## src/rtl/fdx_sport_pkg.sv

```systemverilog
package fdx_sport_pkg;

   // Clamp a requested word length into the supported window.
   function automatic int unsigned clamp_len(input int unsigned req,
                                             input int unsigned lo,
                                             input int unsigned hi);
      if (req < lo)      return lo;
      else if (req > hi) return hi;
      else               return req;
   endfunction

endpackage

```

## src/rtl/fdx_sport_sync.sv

```systemverilog
module fdx_sport_sync #(
   parameter int WIDTH  = 3,
   parameter int STAGES = 2
) (
   input  logic             clk,
   input  logic             rst_n,
   input  logic [WIDTH-1:0] async_in,
   output logic [WIDTH-1:0] sync_out
);

   generate
      if (STAGES < 2) begin : g_bad_stages
         $error("fdx_sport_sync: STAGES must be at least 2");
      end
   endgenerate

   logic [WIDTH-1:0] pipe [STAGES];

   generate
      for (genvar s = 0; s < STAGES; s++) begin : g_stage
         if (s == 0) begin : g_first
            always_ff @(posedge clk or negedge rst_n) begin
               if (!rst_n) pipe[s] <= '0;
               else        pipe[s] <= async_in;
            end
         end else begin : g_next
            always_ff @(posedge clk or negedge rst_n) begin
               if (!rst_n) pipe[s] <= '0;
               else        pipe[s] <= pipe[s-1];
            end
         end
      end
   endgenerate

   assign sync_out = pipe[STAGES-1];

endmodule

```

## src/rtl/fdx_sport_tx.sv

```systemverilog
module fdx_sport_tx #(
   parameter int MAX_W = 32,
   parameter int LEN_W = 6
) (
   input  logic             clk,
   input  logic             rst_n,
   input  logic [LEN_W-1:0] eff_len,
   input  logic             host_wr,
   input  logic [MAX_W-1:0] host_data,
   output logic             host_ready,
   input  logic             bclk_s,
   input  logic             fs_s,
   output logic             ser_out
);

   logic             bclk_q;
   logic             bit_edge;
   logic             frame_go;
   logic [MAX_W-1:0] hold_q;
   logic [MAX_W-1:0] shreg_q;
   logic [LEN_W-1:0] left_q;

   assign bit_edge = bclk_s & ~bclk_q;
   assign frame_go = bit_edge & fs_s;

   always_ff @(posedge clk or negedge rst_n) begin
      if (!rst_n) bclk_q <= 1'b0;
      else        bclk_q <= bclk_s;
   end

   // Holding register and its ready flag; a write wins over a same-cycle load.
   always_ff @(posedge clk or negedge rst_n) begin
      if (!rst_n) begin
         hold_q     <= '0;
         host_ready <= 1'b1;
      end else begin
         if (host_wr) hold_q <= host_data;
         if (host_wr)       host_ready <= 1'b0;
         else if (frame_go) host_ready <= 1'b1;
      end
   end

   // Shift register, left-aligned so the word's top bit sits at MAX_W-1.
   always_ff @(posedge clk or negedge rst_n) begin
      if (!rst_n) begin
         shreg_q <= '0;
         left_q  <= '0;
         ser_out <= 1'b0;
      end else if (frame_go) begin
         shreg_q <= hold_q << (LEN_W'(MAX_W) - eff_len);
         left_q  <= eff_len;
         ser_out <= 1'b0;
      end else if (bit_edge) begin
         if (left_q != '0) begin
            ser_out <= shreg_q[MAX_W-1];
            shreg_q <= shreg_q << 1;
            left_q  <= left_q - LEN_W'(1);
         end else begin
            ser_out <= 1'b0;
         end
      end
   end

   // a host write always leaves the holding register not ready.
   a_r4_wr_clears_ready: assert property (@(posedge clk) disable iff (!rst_n)
      host_wr |=> !host_ready);

   // a frame start with no competing write frees the holding register.
   a_r5_load_sets_ready: assert property (@(posedge clk) disable iff (!rst_n)
      (frame_go && !host_wr) |=> host_ready);

   // the serial output moves only on bit-clock edges.
   a_r2_dout_edge_only: assert property (@(posedge clk) disable iff (!rst_n)
      !bit_edge |=> $stable(ser_out));

endmodule

```

## src/rtl/fdx_sport_rx.sv

```systemverilog
module fdx_sport_rx #(
   parameter int MAX_W = 32,
   parameter int LEN_W = 6
) (
   input  logic             clk,
   input  logic             rst_n,
   input  logic [LEN_W-1:0] eff_len,
   input  logic             bclk_s,
   input  logic             fs_s,
   input  logic             din_s,
   input  logic             host_rd,
   output logic [MAX_W-1:0] host_data,
   output logic             host_ready,
   output logic             overrun
);

   logic             bclk_q;
   logic             bit_edge;
   logic             frame_go;
   logic             word_done;
   logic             buf_move;
   logic             buf_free;
   logic             buf_full_q;
   logic [MAX_W-1:0] shreg_q;
   logic [MAX_W-1:0] next_word;
   logic [MAX_W-1:0] buf_q;
   logic [LEN_W-1:0] left_q;

   assign bit_edge  = bclk_s & ~bclk_q;
   assign frame_go  = bit_edge & fs_s;
   assign next_word = {shreg_q[MAX_W-2:0], din_s};
   assign word_done = bit_edge & ~fs_s & (left_q == LEN_W'(1));
   assign buf_move  = buf_full_q & ~host_ready;
   assign buf_free  = ~buf_full_q | buf_move;

   always_ff @(posedge clk or negedge rst_n) begin
      if (!rst_n) bclk_q <= 1'b0;
      else        bclk_q <= bclk_s;
   end

   // Deserializer: cleared at frame start so short words read back zero-extended.
   always_ff @(posedge clk or negedge rst_n) begin
      if (!rst_n) begin
         shreg_q <= '0;
         left_q  <= '0;
      end else if (frame_go) begin
         shreg_q <= '0;
         left_q  <= eff_len;
      end else if (bit_edge && left_q != '0) begin
         shreg_q <= next_word;
         left_q  <= left_q - LEN_W'(1);
      end
   end

   // Middle stage: one word waiting for the host register.
   always_ff @(posedge clk or negedge rst_n) begin
      if (!rst_n) begin
         buf_q      <= '0;
         buf_full_q <= 1'b0;
      end else begin
         if (word_done && buf_free) buf_q <= next_word;
         buf_full_q <= (buf_full_q & ~buf_move) | (word_done & buf_free);
      end
   end

   // Host-visible register, ready flag and sticky overrun.
   always_ff @(posedge clk or negedge rst_n) begin
      if (!rst_n) begin
         host_data  <= '0;
         host_ready <= 1'b0;
         overrun    <= 1'b0;
      end else begin
         if (buf_move) host_data <= buf_q;
         if (buf_move)     host_ready <= 1'b1;
         else if (host_rd) host_ready <= 1'b0;
         if (word_done && !buf_free) overrun <= 1'b1;
         else if (host_rd)           overrun <= 1'b0;
      end
   end

   // a read of a ready word drops the flag on the next cycle.
   a_r6_rd_clears_ready: assert property (@(posedge clk) disable iff (!rst_n)
      (host_rd && host_ready) |=> !host_ready);

   // the host register changes only by a transfer from the buffer.
   a_r7_data_hold: assert property (@(posedge clk) disable iff (!rst_n)
      !buf_move |=> $stable(host_data));

   // the ready flag rises only after the buffer held a word.
   a_r6_ready_from_buf: assert property (@(posedge clk) disable iff (!rst_n)
      $rose(host_ready) |-> $past(buf_full_q));

   // a word completing against a full buffer raises overrun.
   a_r8_overrun_set: assert property (@(posedge clk) disable iff (!rst_n)
      (word_done && buf_full_q && !buf_move) |=> overrun);

endmodule

```

## src/rtl/fdx_serial_port.sv

```systemverilog
module fdx_serial_port #(
   parameter int MIN_W       = 8,
   parameter int MAX_W       = 32,
   parameter int SYNC_STAGES = 2,
   parameter int LEN_W       = $clog2(MAX_W + 1)
) (
   input  logic             clk,
   input  logic             rst_n,
   input  logic [LEN_W-1:0] word_len,
   input  logic             tx_wr,
   input  logic [MAX_W-1:0] tx_wdata,
   output logic             tx_ready,
   input  logic             tx_bclk,
   input  logic             tx_fs,
   output logic             tx_dout,
   input  logic             rx_rd,
   output logic [MAX_W-1:0] rx_rdata,
   output logic             rx_ready,
   output logic             rx_overrun,
   input  logic             rx_bclk,
   input  logic             rx_fs,
   input  logic             rx_din
);

   generate
      if (MIN_W < 2) begin : g_bad_min
         $error("fdx_serial_port: MIN_W must be at least 2");
      end
      if (MAX_W < MIN_W) begin : g_bad_max
         $error("fdx_serial_port: MAX_W must not be below MIN_W");
      end
      if ((2 ** LEN_W) <= MAX_W) begin : g_bad_len
         $error("fdx_serial_port: LEN_W too narrow for MAX_W");
      end
   endgenerate

   logic [LEN_W-1:0] eff_len;
   logic [1:0]       tx_sync;
   logic [2:0]       rx_sync;

   assign eff_len = LEN_W'(fdx_sport_pkg::clamp_len(int'(word_len), MIN_W, MAX_W));

   fdx_sport_sync #(.WIDTH(2), .STAGES(SYNC_STAGES)) i_tx_sync (
      .clk      (clk),
      .rst_n    (rst_n),
      .async_in ({tx_bclk, tx_fs}),
      .sync_out (tx_sync)
   );

   fdx_sport_sync #(.WIDTH(3), .STAGES(SYNC_STAGES)) i_rx_sync (
      .clk      (clk),
      .rst_n    (rst_n),
      .async_in ({rx_bclk, rx_fs, rx_din}),
      .sync_out (rx_sync)
   );

   fdx_sport_tx #(.MAX_W(MAX_W), .LEN_W(LEN_W)) i_tx (
      .clk        (clk),
      .rst_n      (rst_n),
      .eff_len    (eff_len),
      .host_wr    (tx_wr),
      .host_data  (tx_wdata),
      .host_ready (tx_ready),
      .bclk_s     (tx_sync[1]),
      .fs_s       (tx_sync[0]),
      .ser_out    (tx_dout)
   );

   fdx_sport_rx #(.MAX_W(MAX_W), .LEN_W(LEN_W)) i_rx (
      .clk        (clk),
      .rst_n      (rst_n),
      .eff_len    (eff_len),
      .bclk_s     (rx_sync[2]),
      .fs_s       (rx_sync[1]),
      .din_s      (rx_sync[0]),
      .host_rd    (rx_rd),
      .host_data  (rx_rdata),
      .host_ready (rx_ready),
      .overrun    (rx_overrun)
   );

   // the length used by both sections stays inside the supported window.
   a_r9_len_window: assert property (@(posedge clk) disable iff (!rst_n)
      (eff_len >= LEN_W'(MIN_W)) && (eff_len <= LEN_W'(MAX_W)));

endmodule

```

## config.mk

```make
export PLATFORM = sky130hd
export DESIGN_NAME = fdx_serial_port
export DESIGN_NICKNAME = d
export VERILOG_FILES = /design/src/rtl/fdx_sport_pkg.sv /design/src/rtl/fdx_sport_sync.sv /design/src/rtl/fdx_sport_tx.sv /design/src/rtl/fdx_sport_rx.sv /design/src/rtl/fdx_serial_port.sv
export SDC_FILE = /design/constraint.sdc
export NUM_CORES = 1
export LEC_CHECK = 0
export CORE_MARGIN = 5
export CORE_UTILIZATION = 50
export DETAILED_ROUTE_END_ITERATION = 12
export DONT_BUFFER_PORTS = 1
export GPL_TIMING_DRIVEN = 0
export PLACE_DENSITY = 0.68
export SETUP_SLACK_MARGIN = 0.05
export SYNTH_ARGS = -nofsm -noshare
export SYNTH_HDL_FRONTEND = slang
export SYNTH_HIERARCHICAL = 1
export SYNTH_SLANG_ARGS = --single-unit
```

## constraint.sdc

```tcl
create_clock -name clk -period 1.9 [get_ports clk]
set_input_delay 0.095 -clock clk [delete_from_list [all_inputs] [get_ports clk]]
set_output_delay 0.095 -clock clk [all_outputs]
set_load 0.03 [all_outputs]
```

==> run summary <==
Outcome - complete, but fails checks
Violated checks - hold timing, setup timing
Via density - 5.99
Critical path's most frequent cell - buf_12
Post-synth ARST share - 100%
Synth-to-Final Area Change - 27.8%
Slowest stage cell, crit path - mux4_2
GRT Util Overall - 22.4%
YS warnings - 6
Cell taking the most area after synthesis - dfrtp_1
Drt first pass iters - 5
Crit path cell chain - nor2_4 > nor3b_2 > buf_6 > buf_12 > buf_12 > inv_4 > ha_4 > xnor2_4 > buf_4 > mux4_2 > nand2_1 > o211ai_1 > a41oi_1
PwrDens - 923 nW/um^2
Synth cell types - 75
Share of cells above drive strength 1 - 37.2%
Setup Viol. Count Final - 24
Clk buf depth - 2
Number of global-route vias before repair - 7053
Critical Path Sink Type - flip-flop
Die area - 21900 um^2
XOR/XNOR Fraction of Synth Area - 0.709%
Area of the multi-input gates - 4870 um^2
Simple-Gate Fraction of Synth Area - 10.9%
Fin crit share - 110%
RSZ-0062 raised after global routing - true
Setup TNS Final - -1.92 ns
Critical Path RT - 2.24 ns
CTS hold repair buffers - 39
Compound-gate portion of the synthesized area - 12.9%
Number of max-cap violations - 0
CP arrival - 2.43 ns
Most common cell after layout, fill and taps aside - dfrtp_1
Post-Synthesis Net Count - 880
Most frequent cells in the layout - 185 x dfrtp_1, 98 x mux2_2, 78 x nand2_1, 53 x o21ai_0, 46 x buf_4
Post-DP HPWL - 15600 um
Seq cells post-synth - 188
Overall Power - 11.2 mW
DRC - 0
Hold_ws - -0.645 ns
Mux contribution to synthesized area - 20.8%
Top cell type's share of synthesized area - 49.1%
Count of final max-slew check failures - 0
Synthesized instance count - 827
Slew @ Worst Pin - 0.868 ns
Die Ht - 148 um
Num CTS Buffers - 17
CP Launch Type - input pin
Final wirelength - 24300 um
Post-Syn Area - 9530 um^2
Post-DRT Antenna Nets - 0
CP peak stage delay - 0.55 ns
Clock root cell - clkbuf_16
Clk sinks - 188
Vias - 7152
Crit-path max FO - 6
Fin Clk Skew - 0.0120 ns
Layout Nets - 1000
Top_reg_cell synth - dfrtp_1
First-pass GRT wire length - 39000 um
Clock tree from TritonCTS - done
Fmax - 0.479 GHz
Fillers - 1337
Port Buf Inserts - 0
Leak Pwr - 5.12 nW
Die Wd - 148 um
Max H-tree Level - 4
Clock latency reported for the late side of the worst-skew pair - 0.44 ns
Area contributors post-synth - dfrtp_1 49%, mux2_2 12%, mux4_2 6.4%, nand2_1 3.3%, o21ai_0 2.9%
IO Pins - 83
Initial antenna violation count - 0
Worst ir drop on vdd - 730 uV
Critical setup path kind - input pin to flip-flop
Pin count of the biggest net entering global routing - 189
Adder-cell share of the synthesized area - 0.788%
Initial Util - 50.9%
Post-synthesis sequential area ratio - 49.4%
Clock-pin slew on the worst setup and hold paths - 0.08 ns
Routability Congestion - 0.922
Diode count - 0
Hold Path Class - input pin to async pin
Largest family of logic cells by synthesized area - multiplexers
Max_slew headroom - 42.2%
Mapped Avg Cell Area - 11.5 um^2
Final min period - 2.09 ns
Fin. Hold Viols - 188
Final worst slack - -0.187 ns
Core Footprint - 18700 um^2
Register area - 4710 um^2
Grt total ovfl - 0
DR WL/cell - 20.4 um
Row count - 50
Detailed Route Iter0 Violations - 627
Post-synth EDFFs - 0
critical path: cells and delay by family:
family          cells  cell delay (ns)
mux                 1             0.55
buf+inv             5             0.54
fa+ha+maj           1             0.17
simple gates        3             0.35
xor+xnor            1             0.27
compound gates      2             0.44
state kept, by name, indices dropped and copies added, names as in the netlist:
| signal | cells |
|---|---|
| i_rx/shreg_q | 31 |
| i_rx/overrun | 1 |
| i_rx_sync/sync_out | 3 |
| i_tx/left_q | 6 |
| i_rx/buf_q | 32 |
| i_tx_sync/sync_out | 2 |
| i_tx_sync/pipe | 2 |
| i_rx_sync/pipe | 3 |
| i_tx/ser_out | 1 |
| i_rx/left_q | 6 |
| i_tx/shreg_q | 32 |
| i_rx/buf_full_q | 1 |
| i_tx/host_ready | 1 |
| i_tx/hold_q | 32 |
| i_rx/bclk_q | 1 |
| i_rx/host_ready | 1 |
| i_rx/host_data | 32 |
| i_tx/bclk_q | 1 |
cells in the mapped netlist, types with 7 or more instances:
master and n:
buf_2 17, a21oi_1 24, nor2_1 49, buf_4 10, nand2b_1 36, a22oi_1 7, inv_1 16, a41oi_1 7
buf_6 7, o21ai_0 56, o211ai_1 13, dfrtp_1 187, mux2_2 100, mux2i_1 18, a32oi_1 8, mux4_2 27
clkbuf_1 31, a211oi_1 9, nor3_1 7, o21a_1 7, nand3_1 9, nand2_1 83
repair_timing:
item / 4_1_cts / 5_1_grt
endpoints found under the hold margin: 229 / 188
setup buffers: 28 / 32
endpoints found under the setup margin: 69 / 81
pin swaps: 26 / 37
gates resized for setup: 85 / 67
gates cloned: 3 / 1
per-layer routing:
metal / track usage [%] / part of all wire [%] / vias to the layer above
met4: 7.99 / 2.7 / 0
met5: 0 / 0 / -
li1: - / - / 3239
met1: 31.7 / 44 / 3601
met2: 33.2 / 46 / 256
met3: 6.38 / 7.2 / 56
where the power goes:
group,internal [mW],switching (mW),leakage [nW],total [mW]
Clock,1.93,1.84,0.309,3.78
Sequential,4.38,0.391,2.42,4.77
Combinational,1.36,1.34,2.39,2.69
cells by family after synthesis:
| logic type | after synthesis |
|---|---|
| AOI/OAI and AO/OA | 180 |
| xor gates and xnor gates | 6 |
| and+or+nand+nor | 214 |
| muxes | 149 |
| buffers and inverters | 84 |
| adders and majority gates | 6 |
| DFF | 188 |
cell type report:
cell class | instances | share of cell area (%)
buffer | 67 | 4.86
clock buffer | 17 | 3.50
clock inverter | 15 | 1.79
inverter | 16 | 0.514
multi-input combinational | 555 | 40.0
sequential | 188 | 38.7
tap | 234 | 2.41
timing repair buffer | 102 | 8.21
per-stage QoR:
| step | cell area (um^2) | worst slack (ns) | hold slack, ns | instances | util (%) |
|---|---|---|---|---|---|
| after floorplan | 9690 | -0.505 | -0.201 | 827 | - |
| after CTS | 11700 | -0.103 | -0.653 | 1162 | 62.3 |
| after detailed placement | 9980 | -1.06 | -0.182 | 1061 | 53.4 |
| after global placement | 9980 | -1.05 | -0.183 | 1061 | 53.4 |
| final | 12200 | -0.187 | -0.645 | 1194 | 65.1 |
| after global routing | 12200 | -0.253 | -0.678 | 1194 | 65.1 |
worst paths after layout:
| check | startpoint | end | slack, ns | depth (start not counted) |
|---|---|---|---|---|
| max in group asynchronous | rst_n | i_rx/left_q[2] | 2.06 | 0 |
| max reg2reg | i_tx/hold_q[15] | i_tx/shreg_q[18] | -0.06 | 5 |
| min in group clk | tx_wr | i_tx/hold_q[3] | 0.09 | 2 |
| min | rst_n | i_tx/shreg_q[12] | -0.64 | 0 |
| max | word_len[4] | i_tx/shreg_q[18] | -0.19 | 13 |
| min reg2reg | i_rx_sync/pipe[5] | i_rx_sync/sync_out[2] | 0.35 | 0 |
(Power assumes the default switching activity.)
